File: src/rtl/pow2mux_pkg.sv
package pow2mux_pkg;
  localparam int DATA_W = 32;

  typedef logic [DATA_W-1:0] word_t;

  // Number of bits needed to index n items, never less than one.
  function automatic int idx_bits(input int n);
    int b;
    b = $clog2(n);
    return (b < 1) ? 1 : b;
  endfunction
endpackage

File: src/rtl/p2m_decode.sv
module p2m_decode #(
  parameter int NOF_INST = 3,
  parameter int LA_W     = 3,
  parameter int SEL_W    = 2
) (
  input  logic [LA_W+SEL_W-1:0] addr_i,
  output logic [SEL_W-1:0]      idx_o,
  output logic                  hit_o,
  output logic [LA_W-1:0]       local_o
);
  always_comb begin
    local_o = addr_i[LA_W-1:0];
    idx_o   = addr_i[LA_W+SEL_W-1:LA_W];
    hit_o   = (int'(idx_o) < NOF_INST);
  end
endmodule

File: src/rtl/p2m_strobe.sv
module p2m_strobe #(
  parameter int NOF_INST = 3,
  parameter int SEL_W    = 2
) (
  input  logic [SEL_W-1:0]    idx_i,
  input  logic                hit_i,
  input  logic                wr_i,
  input  logic                rd_i,
  output logic [NOF_INST-1:0] wr_o,
  output logic [NOF_INST-1:0] rd_o
);
  for (genvar k = 0; k < NOF_INST; k++) begin : g_slot
    logic sel;
    assign sel     = hit_i && (idx_i == SEL_W'(k));
    assign wr_o[k] = sel && wr_i;
    assign rd_o[k] = sel && rd_i;
  end
endmodule

File: src/rtl/p2m_rdret.sv
module p2m_rdret
  import pow2mux_pkg::*;
#(
  parameter int NOF_INST = 3,
  parameter int SEL_W    = 2
) (
  input  logic                       clk,
  input  logic                       rst_n,
  input  logic                       take_i,
  input  logic [SEL_W-1:0]           idx_i,
  input  logic [NOF_INST*DATA_W-1:0] s_rdata_i,
  output word_t                      m_rdata_o
);
  logic [SEL_W-1:0] sel_q, sel_d;
  logic             vld_q, vld_d;

  // Next state: the select is loaded only when a read is taken.
  always_comb begin
    vld_d = take_i;
    sel_d = sel_q;
    if (take_i) sel_d = idx_i;
  end

  always_ff @(posedge clk or negedge rst_n) begin
    if (!rst_n) begin
      sel_q <= '0;
      vld_q <= 1'b0;
    end else begin
      sel_q <= sel_d;
      vld_q <= vld_d;
    end
  end

  always_comb begin
    m_rdata_o = '0;
    for (int k = 0; k < NOF_INST; k++) begin
      if (vld_q && (sel_q == SEL_W'(k))) m_rdata_o = s_rdata_i[k*DATA_W +: DATA_W];
    end
  end
endmodule

File: src/rtl/pow2_slave_mux.sv
module pow2_slave_mux
  import pow2mux_pkg::*;
#(
  parameter int NOF_INST  = 3,
  parameter int SLV_WORDS = 5,
  localparam int LA_W     = idx_bits(SLV_WORDS),
  localparam int SEL_W    = idx_bits(NOF_INST),
  localparam int MA_W     = LA_W + SEL_W
) (
  input  logic                       clk,
  input  logic                       rst_n,
  input  logic [MA_W-1:0]            m_addr,
  input  logic                       m_wr,
  input  logic                       m_rd,
  input  logic [DATA_W-1:0]          m_wdata,
  output logic [DATA_W-1:0]          m_rdata,
  output logic [NOF_INST*LA_W-1:0]   s_addr,
  output logic [NOF_INST-1:0]        s_wr,
  output logic [NOF_INST-1:0]        s_rd,
  output logic [NOF_INST*DATA_W-1:0] s_wdata,
  input  logic [NOF_INST*DATA_W-1:0] s_rdata
);
  logic [SEL_W-1:0] idx;
  logic             hit;
  logic [LA_W-1:0]  loc;

  p2m_decode #(.NOF_INST(NOF_INST), .LA_W(LA_W), .SEL_W(SEL_W)) u_dec (
    .addr_i (m_addr),
    .idx_o  (idx),
    .hit_o  (hit),
    .local_o(loc)
  );

  p2m_strobe #(.NOF_INST(NOF_INST), .SEL_W(SEL_W)) u_stb (
    .idx_i(idx),
    .hit_i(hit),
    .wr_i (m_wr),
    .rd_i (m_rd),
    .wr_o (s_wr),
    .rd_o (s_rd)
  );

  p2m_rdret #(.NOF_INST(NOF_INST), .SEL_W(SEL_W)) u_ret (
    .clk      (clk),
    .rst_n    (rst_n),
    .take_i   (m_rd && hit),
    .idx_i    (idx),
    .s_rdata_i(s_rdata),
    .m_rdata_o(m_rdata)
  );

  for (genvar k = 0; k < NOF_INST; k++) begin : g_bcast
    assign s_addr[k*LA_W +: LA_W]      = loc;
    assign s_wdata[k*DATA_W +: DATA_W] = m_wdata;
  end
endmodule

File: config.mk
export PLATFORM = sky130hd
export DESIGN_NAME = pow2_slave_mux
export DESIGN_NICKNAME = d
export VERILOG_FILES = /design/src/rtl/pow2mux_pkg.sv /design/src/rtl/p2m_decode.sv /design/src/rtl/p2m_strobe.sv /design/src/rtl/p2m_rdret.sv /design/src/rtl/pow2_slave_mux.sv
export SDC_FILE = /design/constraint.sdc
export NUM_CORES = 1
export LEC_CHECK = 0
export BUFFER_PORTS_ARGS = -buffer_cell sky130_fd_sc_hd__buf_2
export CORE_AREA = 4 4 106 108
export DETAILED_ROUTE_END_ITERATION = 16
export DIE_AREA = 0 0 110 112
export PLACE_DENSITY_LB_ADDON = 0.3
export REMOVE_ABC_BUFFERS = 1
export SYNTH_ARGS = -nofsm -noshare
export SYNTH_HDL_FRONTEND = slang
export SYNTH_SLANG_ARGS = --single-unit
File: constraint.sdc
create_clock -name clk -period 1.2 [get_ports clk]
set_clock_uncertainty 0.05 [all_clocks]
set_input_delay 0.18 -clock clk [delete_from_list [all_inputs] [get_ports clk]]
set_output_delay 0.18 -clock clk [all_outputs]
set_load 0.005 [all_outputs]
Word level (Yosys, flattened, before mapping)
Index checks and enable logic that the tools add are counted.
{ "totals": {"register_bits": 3, "latchBits": 0, "ram_bits": 0, "mem_bits_ro": 0, "in_bits": 137, "output_inout_bits": 143, "elab_cells": 25, "memories": 0} }
{ "classes": {"addsub": 0, "n_mul": 0, "n_div": 0, "magnitude_cmp": 1, "eq_ne": 4, "shift": 0, "mux": 3, "bitwise": 0, "n_reduce_logical": 15} }
{ "op_table": {"columns": ["op", "n"], "rows": [
  ["$mux W32", 3],
  ["$logic_and A1 B1 Y1", 13],
  ["$eq A2 B1 Y1 const B", 2],
  ["$eq A2 B2 Y1 const B", 2],
  ["$logic_not A2 Y1", 2],
  ["$lt A2 B2 Y1 const B", 1]
]} }

Logic depth before layout (Yosys ltp)
Gate-level depths: netlist of the first run.
{ "depth": {"depth_word": 5, "mapped_depth": 5} }

By module
Synthesis of the first run repeated with hierarchy kept, for this count alone.
{ "hier_totals": {"hier_cells": 265, "area_unflattened_um2": 2033.2} }
{ "modules_own_cells": {"columns": ["module", "instances", "cells_per_inst", "area_per_inst_um2"], "rows": [
  ["p2m_rdret", 1, 150, 1149.9],
  ["pow2_slave_mux", 1, 103, 772.0],
  ["p2m_strobe", 1, 6, 70.1],
  ["p2m_decode", 1, 6, 41.3]
]} }

Worst setup path before layout of the first run
No wires, ideal clock.
{ "synth_path": {"kind": "reg2out", "start": "register u_ret.sel_q[1]", "end": "output port m_rdata[10]", "arrival_time_ns": 1.026, "required_ns": 0.970, "path_slack_ns": -0.056, "stages_incl_launch_ff": 6, "n_path_buf": 2, "cell_sequence": "dfrtp_1 buf_6 buf_12 mux2i_1 o21ai_1 and2_1"} }
{ "synth_via": {"elab_chain_cells": 5, "elab_cells_between_ends": 9, "classes_between": "eq/ne: 2; mux: 3; reduce/logical: 4"} }
{ "synth_lines": {"columns": ["item", "line_no", "text"], "rows": [
  ["from (decl)", "p2m_rdret.sv:14", "logic [SEL_W-1:0] sel_q, sel_d;"],
  ["from (signal assigned)", "p2m_rdret.sv:29", "sel_q <= sel_d;"],
  ["$logic_not A2 Y1", "p2m_rdret.sv:37", "if (vld_q && (sel_q == SEL_W'(k))) m_rdata_o = s_rdata_i[k*DATA_W +: DATA_W];"],
  ["$logic_and A1 B1 Y1", "p2m_rdret.sv:37", null],
  ["$mux W32 (2 in series)", "p2m_rdret.sv:37", null],
  ["$mux W32 *", "p2m_rdret.sv:37", null],
  ["to (decl)", "pow2_slave_mux.sv:16", "output logic [DATA_W-1:0] m_rdata,"]
]} }
Mark *: on every way between the ends. The rest lies on a longest branch, timed or not.

Worst setup path in the final report of the first run
{ "layout_path": {"start": "register u_ret.sel_q[1]", "end": "output port m_rdata[25]"} }
Same word-level chain as after synthesis.

==> results of run 1 <==
-- cells by family (layout without fill, tap and decap cells) --
kind of cell,Yosys count,count (layout),share of synthesized area
buffers and inverters,122,155,0.461
and+or+nand+nor,76,76,0.257
AOI/OAI and AO/OA,33,33,0.0839
muxes,32,32,0.160
DFF,3,3,0.0376
-- repair_timing --
action | CTS | global route
hold buffers | 1 | 0
endpoints found under the setup margin | 32 | 32
buffers inserted | 1 | 0
resized for setup | 4 | 0
cloned | 4 | 0
pin swaps | 5 | 4
endpoints found under the hold margin | 3 | 0
-- metrics by stage --
| stage | util | worst slack (ns) | setup TNS, ns |
|---|---|---|---|
| after floorplan | - | -1.09 | -35.91 |
| after global placement | 0.199 | -0.213 | -5.62 |
| after detailed placement | 0.199 | -0.252 | -6.27 |
| after CTS | 0.218 | -0.478 | -14.22 |
| after global routing | 0.218 | -0.559 | -16.17 |
| final | 0.218 | -0.463 | -13.63 |
-- layer usage --
metal / routed length, um / global-route usage / share of wire
met1: 2810 / 0.131 / 0.24
met2: 5510 / 0.292 / 0.47
met3: 2710 / 0.172 / 0.23
met4: 712 / 0.101 / 0.060
met5: 60 / 0.0756 / 0.0051
-- placed cells by master, fill, tap and decap left out --
cell type	instances
a21boi_0	1
dlygate4sd3_1	1
nor2b_1	3
buf_16	4
o21ai_1	32
clkbuf_8	3
nand3b_1	32
dfrtp_1	1
nor2_1	4
buf_4	2
buf_2	139
buf_12	5
mux2i_1	32
dfrtp_2	2
and2_1	33
clkbuf_1	1
nor3b_1	1
and3b_1	3
-- layout make-up --
cell class              instances  area (um2)
multi-input cells             141        1000
well taps                     136         170
repair buffers                151         931
clock buffers                   4        45.0
flip-flops and latches          3        77.6
fillers                      1159        8010
-- flip-flops by register name, summed over array words and instances, names as in the netlist --
signal	cells
u_ret.vld_q	1
u_ret.sel_q	2
-- how the worst max path moves through the flow --
stage / startpoint / cells after the start / to
6_report: u_ret.sel_q[1]$_DFFE_PN0P_ / 5 / m_rdata[25]
5_1_grt: u_ret.sel_q[1]$_DFFE_PN0P_ / 6 / m_rdata[6]
2_1_floorplan: u_ret.sel_q[1]$_DFFE_PN0P_ / 3 / m_rdata[0]
4_1_cts: u_ret.sel_q[1]$_DFFE_PN0P_ / 5 / m_rdata[25]
3_5_place_dp: u_ret.sel_q[1]$_DFFE_PN0P_ / 5 / m_rdata[25]
3_3_place_gp: u_ret.sel_q[1]$_DFFE_PN0P_ / 5 / m_rdata[21]
-- power groups by stage --
stage                     registers, uW  clock network [uW]  logic (uW)
after floorplan                     228                   0         362
after global placement              128                   0         864
after detailed placement            128                   0         881
after CTS                           130                 302        1010
after global routing                131                 320        1100
final                               130                 291         989
==> impl_metrics.xml, run 1 <==
<?xml version="1.0" encoding="UTF-8"?>
<metrics>
  <group name="die">
    <metric name="floorplan.die_area" unit="um2">12300</metric>
    <metric name="placeableCoreArea" unit="um2">10200</metric>
    <metric name="die_width" unit="um">110</metric>
    <metric name="placementRows" unit="">37</metric>
    <metric name="die_y" unit="um">112</metric>
    <metric name="start_util" unit="">0.195</metric>
    <metric name="io_pins" unit="">280</metric>
  </group>
  <group name="synthesis">
    <metric name="synthArstFlopShare" unit="">1.00</metric>
    <metric name="synthDominantCellAreaShare" unit="">0.394</metric>
    <metric name="seq_area_frac_synth" unit="">0.0376</metric>
    <metric name="synth_cell_types" unit="">15</metric>
    <metric name="netlist_area" unit="um2">2000</metric>
    <metric name="post_synth_main_area_contributors" unit="">buf_4 39%, mux2i_1 16%, nand3b_1 12%</metric>
    <metric name="post-synth-top-count-cell" unit="">buf_4</metric>
    <metric name="count_of_flip_flops_with_a_built_in_enable_after_synthesis" unit="">0</metric>
    <metric name="ys_ff_latch" unit="">3</metric>
    <metric name="yosys-top-cells-count" unit="">105 x buf_4, 33 x and2_1, 32 x mux2i_1, 32 x nand3b_1, 32 x o21ai_1</metric>
    <metric name="syn_inst" unit="">266</metric>
    <metric name="synth-warning-count" unit="">0</metric>
    <metric name="yosysTopAreaCell" unit="">buf_4</metric>
    <metric name="yosys_most_used_dff" unit="">dfrtp_1</metric>
    <metric name="synth_area_per_cell" unit="um2">7.51</metric>
  </group>
  <group name="placement">
    <metric name="place_area" unit="um2">2040</metric>
    <metric name="io_buffers" unit="">139</metric>
    <metric name="globalplace.congestion" unit="">0.738</metric>
    <metric name="place_hpwl" unit="um">9980</metric>
    <metric name="placedCellCount" unit="">425</metric>
  </group>
  <group name="power">
    <metric name="part_of_the_total_power_dissipated_in_the_clock_network" unit="">0.206</metric>
    <metric name="cellInternalPower" unit="uW">920</metric>
    <metric name="p_sw_frac" unit="">0.348</metric>
    <metric name="finalPower" unit="uW">1410</metric>
    <metric name="p_comb_frac" unit="">0.702</metric>
    <metric name="power_leakage" unit="uW">0.00115</metric>
    <metric name="power_density" unit="nW/um2">634</metric>
    <metric name="p_switching" unit="uW">491</metric>
    <metric name="reg_power_frac" unit="">0.092</metric>
    <metric name="vdd.ir_drop.worst" unit="mV">0.377</metric>
  </group>
  <group name="worst_setup_path">
    <metric name="crit_path_max_fanout" unit="">19</metric>
    <metric name="r2r_cell_count" unit="">3</metric>
    <metric name="reg2reg_setup_slack" unit="ns">0.25</metric>
    <metric name="worstPathRequired" unit="ns">0.97</metric>
    <metric name="worst_setup_path_start_kind" unit="">flop</metric>
    <metric name="max_stage_delay_on_crit_path" unit="ns">0.43</metric>
    <metric name="cp_num_buf_inv" unit="">2</metric>
    <metric name="crit_path_cell_trace" unit="">buf_12 &gt; mux2i_1 &gt; o21ai_1 &gt; and2_1 &gt; buf_2</metric>
    <metric name="reg2reg_from" unit="">u_ret.sel_q[1]$_DFFE_PN0P_</metric>
    <metric name="cp_data_arrival_time" unit="ns">1.43</metric>
    <metric name="timing.critical_path.slowest_stage_cell" unit="">dfrtp_2</metric>
    <metric name="crit_family" unit="">flip-flops</metric>
    <metric name="critPathKind" unit="">reg -&gt; out</metric>
    <metric name="worstReg2RegEnd" unit="">u_ret.sel_q[1]$_DFFE_PN0P_</metric>
    <metric name="timing.critical_path.to_type" unit="">output port</metric>
  </group>
  <group name="flow_run">
    <metric name="cap_viol_max_count" unit="">0</metric>
  </group>
  <group name="timing">
    <metric name="timing.final.crit_period" unit="ns">1.66</metric>
    <metric name="hold_worst_slack" unit="ns">0.178</metric>
    <metric name="maxSlewHeadroom" unit="">0.847</metric>
    <metric name="pins_over_slew_limit" unit="">0</metric>
    <metric name="setup_violations" unit="">32</metric>
    <metric name="max_clock_freq" unit="MHz">602</metric>
    <metric name="grt_setup_unrepaired" unit="">yes</metric>
    <metric name="period_share" unit="">1.39</metric>
    <metric name="layout_setup_ws" unit="ns">-0.463</metric>
    <metric name="finalHoldViolCount" unit="">0</metric>
    <metric name="tightest_slew" unit="ns">0.228</metric>
  </group>
  <group name="clock_tree">
    <metric name="cts_root_buf" unit="">clkbuf_8</metric>
    <metric name="path_clk_slew" unit="ns">0.03</metric>
    <metric name="htreeDepth" unit="">1</metric>
    <metric name="insertion_delay" unit="ns">0.21</metric>
    <metric name="clock_sink_count" unit="">3</metric>
    <metric name="clock_path_buffers" unit="">2</metric>
    <metric name="tritoncts" unit="">done</metric>
    <metric name="cts_made_buffers" unit="">3</metric>
  </group>
  <group name="layout">
    <metric name="final_cell_count_no_fill" unit="">435</metric>
    <metric name="final_nets" unit="">437</metric>
    <metric name="antenna_diode_count" unit="">0</metric>
    <metric name="final_cell_area" unit="um2">2230</metric>
    <metric name="layout-area-overhead-vs-synth" unit="%">11.4</metric>
    <metric name="final_layout_size_suffix_gt1_frac" unit="">0.518</metric>
  </group>
  <group name="global_route">
    <metric name="grt_antenna_before_repair" unit="">0</metric>
    <metric name="grt_max_degree" unit="">39</metric>
    <metric name="global_route.overflow_total" unit="">0</metric>
    <metric name="grt_usage" unit="">0.180</metric>
    <metric name="first_global_vias" unit="">1920</metric>
    <metric name="grt_first_pass_wirelength" unit="um">15100</metric>
  </group>
  <group name="min_path">
    <metric name="class_of_the_most_critical_hold_timing_path" unit="">in -&gt; reg</metric>
    <metric name="min_from" unit="">m_addr[3]</metric>
    <metric name="hold_path_depth" unit="">2</metric>
    <metric name="min_delay_worst_endpoint" unit="">u_ret.vld_q$_DFF_PN0_</metric>
  </group>
  <group name="run_status">
    <metric name="failed_checks" unit="">negative setup slack</metric>
    <metric name="status" unit="">finished with violations</metric>
  </group>
  <group name="detailed_routing">
    <metric name="dr.pass1.iters" unit="">4</metric>
    <metric name="detailroute.via_count" unit="">1910</metric>
    <metric name="detail_route.vias_per_cell" unit="">4.39</metric>
    <metric name="detailedRoute.firstIterationViolations" unit="">67</metric>
    <metric name="wl_per_cell" unit="um">27.1</metric>
    <metric name="drt_wl_total" unit="um">11800</metric>
    <metric name="drt_drc_violations_left" unit="">0</metric>
    <metric name="final_antenna_net_count" unit="">0</metric>
  </group>
</metrics>
Note: power is estimated with default switching activity, not from simulation.
==> inputs of run 2 (changes only) <==
--- a/config.mk
+++ b/config.mk
@@ -14,3 +14,4 @@
 export SYNTH_ARGS = -nofsm -noshare
 export SYNTH_HDL_FRONTEND = slang
 export SYNTH_SLANG_ARGS = --single-unit
+export TNS_END_PERCENT = 5
==> run 2 against run 1 <==
  * The run still ends with negative setup slack left
  * Largest cell class unchanged
  * Setup slack worse by 0.00092 ns
  * Non-clock buffer count shrank 4
  * First-iteration DRC count increased by 1.5%
  * Die area unchanged
  * Total power is 7.7% lower
  * Sequential cell count is the same
  * Worst hold slack worse by 0.0037 ns
  * Global-route usage shrank 0.45 points
  * Combinational power is 11% lower
  * Routed wire length decreased by 2.4%
==> impl_metrics.xml, run 2 (synthesized netlist as in run 1, its figures left out) <==
<?xml version="1.0" encoding="UTF-8"?>
<metrics>
  <group name="layout">
    <metric name="final_cell_count_no_fill" unit="">431</metric>
    <metric name="regMostFlops" unit="">u_ret.sel_q</metric>
    <metric name="final_layout_size_suffix_gt1_frac" unit="">0.512</metric>
    <metric name="regArea" unit="um2">77.6</metric>
    <metric name="antenna_diode_count" unit="">0</metric>
    <metric name="largest_register_ffs" unit="">2</metric>
    <metric name="largest_registers" unit="">u_ret.sel_q (2), u_ret.vld_q (1)</metric>
    <metric name="filler_cell_count" unit="">1168</metric>
    <metric name="final_nets" unit="">433</metric>
    <metric name="layout_commonest_cell" unit="">buf_2</metric>
    <metric name="layout-area-overhead-vs-synth" unit="%">5.89</metric>
    <metric name="final_cell_area" unit="um2">2120</metric>
    <metric name="final_cell_mix" unit="">139 x buf_2, 33 x and2_1, 32 x mux2i_1, 32 x nand3b_1, 32 x o21ai_1</metric>
    <metric name="multi_input_area" unit="um2">1000</metric>
  </group>
  <group name="worst_setup_path">
    <metric name="reg2reg_from" unit="">u_ret.sel_q[1]$_DFFE_PN0P_</metric>
    <metric name="cp_num_buf_inv" unit="">2</metric>
    <metric name="max_stage_delay_on_crit_path" unit="ns">0.43</metric>
    <metric name="timing.critical_path.to_type" unit="">output port</metric>
    <metric name="cp_data_arrival_time" unit="ns">1.43</metric>
    <metric name="cp-startpoint" unit="">u_ret.sel_q[1]$_DFFE_PN0P_</metric>
    <metric name="crit_path_cell_trace" unit="">buf_12 &gt; mux2i_1 &gt; o21ai_1 &gt; and2_1 &gt; buf_2</metric>
    <metric name="crit_family" unit="">flip-flops</metric>
    <metric name="critPathKind" unit="">reg -&gt; out</metric>
    <metric name="worstPathRequired" unit="ns">0.97</metric>
    <metric name="worst_setup_path_start_kind" unit="">flop</metric>
    <metric name="crit_path_max_fanout" unit="">19</metric>
    <metric name="timing.critical_path.slowest_stage_cell" unit="">dfrtp_2</metric>
  </group>
  <group name="clock_tree">
    <metric name="clock_sink_count" unit="">3</metric>
    <metric name="cts_root_buf" unit="">clkbuf_8</metric>
    <metric name="insertion_delay" unit="ns">0.21</metric>
    <metric name="path_clk_slew" unit="ns">0.03</metric>
    <metric name="tritoncts" unit="">done</metric>
    <metric name="htreeDepth" unit="">1</metric>
    <metric name="clock_path_buffers" unit="">2</metric>
    <metric name="cts_made_buffers" unit="">3</metric>
  </group>
  <group name="die">
    <metric name="io_pins" unit="">280</metric>
    <metric name="die_y" unit="um">112</metric>
    <metric name="placeableCoreArea" unit="um2">10200</metric>
    <metric name="placementRows" unit="">37</metric>
    <metric name="floorplan.die_area" unit="um2">12300</metric>
    <metric name="start_util" unit="">0.195</metric>
    <metric name="die_width" unit="um">110</metric>
  </group>
  <group name="timing">
    <metric name="fin_tns_setup" unit="ns">-13.37</metric>
    <metric name="tightest_slew" unit="ns">0.227</metric>
    <metric name="finalHoldViolCount" unit="">0</metric>
    <metric name="pins_over_slew_limit" unit="">0</metric>
    <metric name="maxSlewHeadroom" unit="">0.849</metric>
    <metric name="layout_setup_ws" unit="ns">-0.463</metric>
    <metric name="max_clock_freq" unit="MHz">601</metric>
    <metric name="hold_worst_slack" unit="ns">0.174</metric>
    <metric name="period_share" unit="">1.39</metric>
    <metric name="setup_violations" unit="">32</metric>
    <metric name="grt_setup_unrepaired" unit="">yes</metric>
    <metric name="timing.final.crit_period" unit="ns">1.66</metric>
  </group>
  <group name="placement">
    <metric name="placedCellCount" unit="">425</metric>
    <metric name="place_ws" unit="ns">-0.252</metric>
    <metric name="place_hpwl" unit="um">9980</metric>
    <metric name="globalplace.congestion" unit="">0.738</metric>
    <metric name="io_buffers" unit="">139</metric>
    <metric name="place_area" unit="um2">2040</metric>
  </group>
  <group name="detailed_routing">
    <metric name="dr.pass1.iters" unit="">4</metric>
    <metric name="drt_wl_total" unit="um">11500</metric>
    <metric name="detailedRoute.firstIterationViolations" unit="">68</metric>
    <metric name="detailroute.via_count" unit="">1891</metric>
    <metric name="wl_per_cell" unit="um">26.7</metric>
    <metric name="final_antenna_net_count" unit="">0</metric>
    <metric name="drt_drc_violations_left" unit="">0</metric>
    <metric name="detail_route.vias_per_cell" unit="">4.39</metric>
  </group>
  <group name="run_status">
    <metric name="failed_checks" unit="">negative setup slack</metric>
    <metric name="status" unit="">finished with violations</metric>
  </group>
  <group name="power">
    <metric name="power_density" unit="nW/um2">615</metric>
    <metric name="power_leakage" unit="uW">0.00110</metric>
    <metric name="vdd.ir_drop.worst" unit="mV">0.377</metric>
  </group>
  <group name="flow_run">
    <metric name="cap_viol_max_count" unit="">0</metric>
  </group>
  <group name="global_route">
    <metric name="first_global_vias" unit="">1908</metric>
    <metric name="grt_max_degree" unit="">39</metric>
    <metric name="grt_usage" unit="">0.176</metric>
    <metric name="grt_antenna_before_repair" unit="">0</metric>
    <metric name="grt_first_pass_wirelength" unit="um">14800</metric>
    <metric name="global_route.overflow_total" unit="">0</metric>
  </group>
  <group name="min_path">
    <metric name="class_of_the_most_critical_hold_timing_path" unit="">in -&gt; reg</metric>
    <metric name="min_from" unit="">m_addr[3]</metric>
  </group>
</metrics>
==> run 2: changes by cell type in the layout (fill, tap and decap cells not counted) <==
| cell | change |
|---|---|
| buf_16 | -4 |
==> run 2: per-layer routing <==
metal,part of all wire,GRT usage
met5,0.0052,0.0798
met4,0.086,0.131
met3,0.24,0.171
met2,0.44,0.269
met1,0.23,0.125
==> run 2: what timing repair did <==
action,CTS,global route
pin swaps,5,8
setup endpoints to repair,32,32
cloned,1,0
endpoints found under the hold margin,3,0
setup buffers,1,0
hold buffers,1,0
resized for setup,1,0
==> run 2: metrics by stage <==
stage / power [uW] / utilization
2_1_floorplan: 590 / -
6_report: 1300 / 0.207
3_3_place_gp: 992 / 0.199
3_5_place_dp: 1010 / 0.199
5_1_grt: 1440 / 0.207
4_1_cts: 1360 / 0.209
==> run 2: final timing paths <==
kind                                              end  slack, ns  cells after the start
min reg2reg                u_ret.sel_q[0]$_DFFE_PN0P_       0.70                      3
max                                       m_rdata[25]      -0.46                      5
min in group asynchronous  u_ret.sel_q[0]$_DFFE_PN0P_       0.25                      2
max in group asynchronous  u_ret.sel_q[1]$_DFFE_PN0P_       0.73                      2
min                             u_ret.vld_q$_DFF_PN0_       0.17                      2
max reg2reg                u_ret.sel_q[1]$_DFFE_PN0P_       0.25                      3
==> run 2: area by class of cell <==
cell class,instances,area share
Timing Repair Buffer,147,0.388
Tap cell,136,0.0804
Clock buffer,4,0.0213
Multi-Input combinational cell,141,0.474
Sequential cell,3,0.0367
==> run 2: where the power goes <==
group	leakage (uW)	internal [uW]	total [uW]	switching, uW
Clock	0.0000228	226	291	64.6
Sequential	0.0000342	113	130	16.5
Combinational	0.00105	500	881	381
==> inputs of run 3 (changes only) <==
--- a/config.mk
+++ b/config.mk
@@ -6,9 +6,11 @@
 export NUM_CORES = 1
 export LEC_CHECK = 0
 export BUFFER_PORTS_ARGS = -buffer_cell sky130_fd_sc_hd__buf_2
-export CORE_AREA = 4 4 106 108
+export CELL_PAD_IN_SITES_DETAIL_PLACEMENT = 1
+export CELL_PAD_IN_SITES_GLOBAL_PLACEMENT = 2
+export CORE_MARGIN = 4
+export CORE_UTILIZATION = 12
 export DETAILED_ROUTE_END_ITERATION = 16
-export DIE_AREA = 0 0 110 112
 export PLACE_DENSITY_LB_ADDON = 0.3
 export REMOVE_ABC_BUFFERS = 1
 export SYNTH_ARGS = -nofsm -noshare
==> run 3 against run 2 <==
  * The run still ends with negative setup slack left
  * Cell count grew 21%
  * Sequential cell count unchanged
  * Utilization fell by 5.6 points
  * Non-clock buffer count grew 10
  * Combinational power grew 21%
  * Routed wire length rose by 1.5%
  * Critical path depth grew 1
  * Via count up 1.3%
  * Cell area grew 15%
  * Register-to-register slack got worse by 0.11 ns
  * Clock power grew 84%
  * Die area increased by 52%
  * Critical path type unchanged
  * Critical endpoint is now m_rdata[22]
  * Largest power group unchanged
==> impl_metrics.xml, run 3 (synthesized netlist as in run 1, its figures left out) <==
<?xml version="1.0" encoding="UTF-8"?>
<metrics>
  <group name="detailed_routing">
    <metric name="drt_wl_total" unit="um">11700</metric>
    <metric name="dr.pass1.iters" unit="">4</metric>
    <metric name="drt_drc_violations_left" unit="">0</metric>
    <metric name="detailroute.via_count" unit="">1915</metric>
    <metric name="wl_per_cell" unit="um">22.4</metric>
    <metric name="detailedRoute.firstIterationViolations" unit="">28</metric>
    <metric name="detail_route.vias_per_cell" unit="">3.68</metric>
    <metric name="final_antenna_net_count" unit="">0</metric>
  </group>
  <group name="placement">
    <metric name="place_area" unit="um2">2160</metric>
    <metric name="globalplace.congestion" unit="">0.804</metric>
    <metric name="place_hpwl" unit="um">9440</metric>
    <metric name="place_ws" unit="ns">-0.271</metric>
    <metric name="io_buffers" unit="">139</metric>
  </group>
  <group name="global_route">
    <metric name="global_route.overflow_total" unit="">0</metric>
    <metric name="grt_usage" unit="">0.103</metric>
    <metric name="grt_first_pass_wirelength" unit="um">13800</metric>
    <metric name="first_global_vias" unit="">1900</metric>
    <metric name="grt_max_degree" unit="">42</metric>
    <metric name="grt_antenna_before_repair" unit="">0</metric>
  </group>
  <group name="layout">
    <metric name="final_layout_size_suffix_gt1_frac" unit="">0.531</metric>
    <metric name="antenna_diode_count" unit="">0</metric>
    <metric name="largest_register_ffs" unit="">2</metric>
    <metric name="regArea" unit="um2">77.6</metric>
    <metric name="final_nets" unit="">443</metric>
    <metric name="postLayoutCoreUtil" unit="">0.151</metric>
    <metric name="regMostFlops" unit="">u_ret.sel_q</metric>
    <metric name="final_cell_area" unit="um2">2430</metric>
    <metric name="multi_input_area" unit="um2">1010</metric>
    <metric name="filler_cell_count" unit="">1989</metric>
    <metric name="layout-area-overhead-vs-synth" unit="%">21.6</metric>
    <metric name="final_cell_mix" unit="">138 x buf_2, 33 x and2_1, 32 x nand3b_1, 32 x o21ai_1, 31 x mux2i_1</metric>
    <metric name="largest_registers" unit="">u_ret.sel_q (2), u_ret.vld_q (1)</metric>
    <metric name="layout_commonest_cell" unit="">buf_2</metric>
  </group>
  <group name="clock_tree">
    <metric name="tritoncts" unit="">done</metric>
    <metric name="path_clk_slew" unit="ns">0.03</metric>
    <metric name="insertion_delay" unit="ns">0.22</metric>
    <metric name="clock_path_buffers" unit="">2</metric>
    <metric name="clock_sink_count" unit="">3</metric>
    <metric name="cts_made_buffers" unit="">3</metric>
    <metric name="htreeDepth" unit="">1</metric>
    <metric name="cts_root_buf" unit="">clkbuf_16</metric>
  </group>
  <group name="timing">
    <metric name="max_clock_freq" unit="MHz">586</metric>
    <metric name="period_share" unit="">1.42</metric>
    <metric name="pins_over_slew_limit" unit="">0</metric>
    <metric name="timing.final.crit_period" unit="ns">1.71</metric>
    <metric name="finalHoldViolCount" unit="">0</metric>
    <metric name="maxSlewHeadroom" unit="">0.831</metric>
    <metric name="tightest_slew" unit="ns">0.253</metric>
    <metric name="setup_violations" unit="">32</metric>
    <metric name="fin_tns_setup" unit="ns">-15.06</metric>
    <metric name="layout_setup_ws" unit="ns">-0.507</metric>
    <metric name="grt_setup_unrepaired" unit="">yes</metric>
    <metric name="hold_worst_slack" unit="ns">0.171</metric>
  </group>
  <group name="run_status">
    <metric name="status" unit="">finished with violations</metric>
    <metric name="failed_checks" unit="">negative setup slack</metric>
  </group>
  <group name="die">
    <metric name="die_y" unit="um">137</metric>
    <metric name="floorplan.die_area" unit="um2">18800</metric>
    <metric name="die_width" unit="um">137</metric>
    <metric name="start_util" unit="">0.124</metric>
    <metric name="placementRows" unit="">46</metric>
    <metric name="io_pins" unit="">280</metric>
    <metric name="placeableCoreArea" unit="um2">16100</metric>
  </group>
  <group name="flow_run">
    <metric name="cap_viol_max_count" unit="">0</metric>
  </group>
  <group name="worst_setup_path">
    <metric name="crit_path_cell_trace" unit="">buf_12 &gt; clkbuf_16 &gt; mux2i_1 &gt; o21ai_1 &gt; and2_1 &gt; buf_2</metric>
    <metric name="crit_path_max_fanout" unit="">7</metric>
    <metric name="critPathKind" unit="">reg -&gt; out</metric>
    <metric name="max_stage_delay_on_crit_path" unit="ns">0.41</metric>
    <metric name="timing.critical_path.slowest_stage_cell" unit="">dfrtp_2</metric>
    <metric name="worst_setup_path_start_kind" unit="">flop</metric>
    <metric name="crit_family" unit="">buffers and inverters</metric>
    <metric name="timing.critical_path.to_type" unit="">output port</metric>
    <metric name="worstPathRequired" unit="ns">0.97</metric>
    <metric name="cp_num_buf_inv" unit="">3</metric>
    <metric name="cp_data_arrival_time" unit="ns">1.48</metric>
  </group>
  <group name="power">
    <metric name="vdd.ir_drop.worst" unit="mV">0.354</metric>
    <metric name="power_density" unit="nW/um2">714</metric>
    <metric name="power_leakage" unit="uW">0.00121</metric>
  </group>
  <group name="min_path">
    <metric name="class_of_the_most_critical_hold_timing_path" unit="">in -&gt; reg</metric>
  </group>
</metrics>
run 3: changes by cell type in the layout (fill, tap and decap cells not counted):
cell,before,now
clkbuf_16,0,8
buf_6,0,3
buf_2,139,138
clkbuf_8,3,0
buf_4,2,5
mux2i_2,0,1
mux2i_1,32,31
run 3: stage by stage:
stage	power, uW	std cells
6_report	1730	521
5_1_grt	1880	521
4_1_cts	1590	512
3_5_place_dp	1040	507
3_3_place_gp	1030	507
2_1_floorplan	590	144
run 3: metal layers:
layer  track usage  routed length (um)
met5        0.0444                  88
met4       0.00776                  12
met3         0.111                2490
met2         0.152                5030
met1         0.100                4070
run 3: power breakdown:
group / switching (uW) / internal, uW / total, uW
clock network: 95.2 / 439 / 534
logic: 462 / 610 / 1070
registers: 15.3 / 113 / 129
run 3: path summary, 6_finish.rpt:
path | to | slack [ns] | start | depth (start not counted)
setup / recovery | m_rdata[22] | -0.51 | u_ret.sel_q[1]$_DFFE_PN0P_ | 6
max in group asynchronous | u_ret.sel_q[1]$_DFFE_PN0P_ | 0.74 | rst_n | 2
hold / removal | u_ret.vld_q$_DFF_PN0_ | 0.17 | m_addr[3] | 2
setup reg to reg | u_ret.sel_q[1]$_DFFE_PN0P_ | 0.14 | u_ret.sel_q[1]$_DFFE_PN0P_ | 4
min in group asynchronous | u_ret.vld_q$_DFF_PN0_ | 0.24 | rst_n | 2
hold reg to reg | u_ret.sel_q[0]$_DFFE_PN0P_ | 0.76 | u_ret.sel_q[0]$_DFFE_PN0P_ | 3
run 3: area by class of cell:
| cell class | count | share of cell area |
|---|---|---|
| clock buffer | 4 | 0.0324 |
| tap | 216 | 0.111 |
| multi-input combinational | 141 | 0.414 |
| sequential | 3 | 0.0319 |
| timing repair buffer | 157 | 0.410 |
run 3: repair_timing:
| action | CTS | global route |
|---|---|---|
| resized for setup | 1 | 1 |
| hold buffers | 1 | 0 |
| pin swaps | 1 | 3 |
| buffers inserted | 0 | 2 |
| hold endpoints to repair | 3 | 0 |
| setup endpoints to repair | 32 | 32 |
| cloned | 0 | 7 |
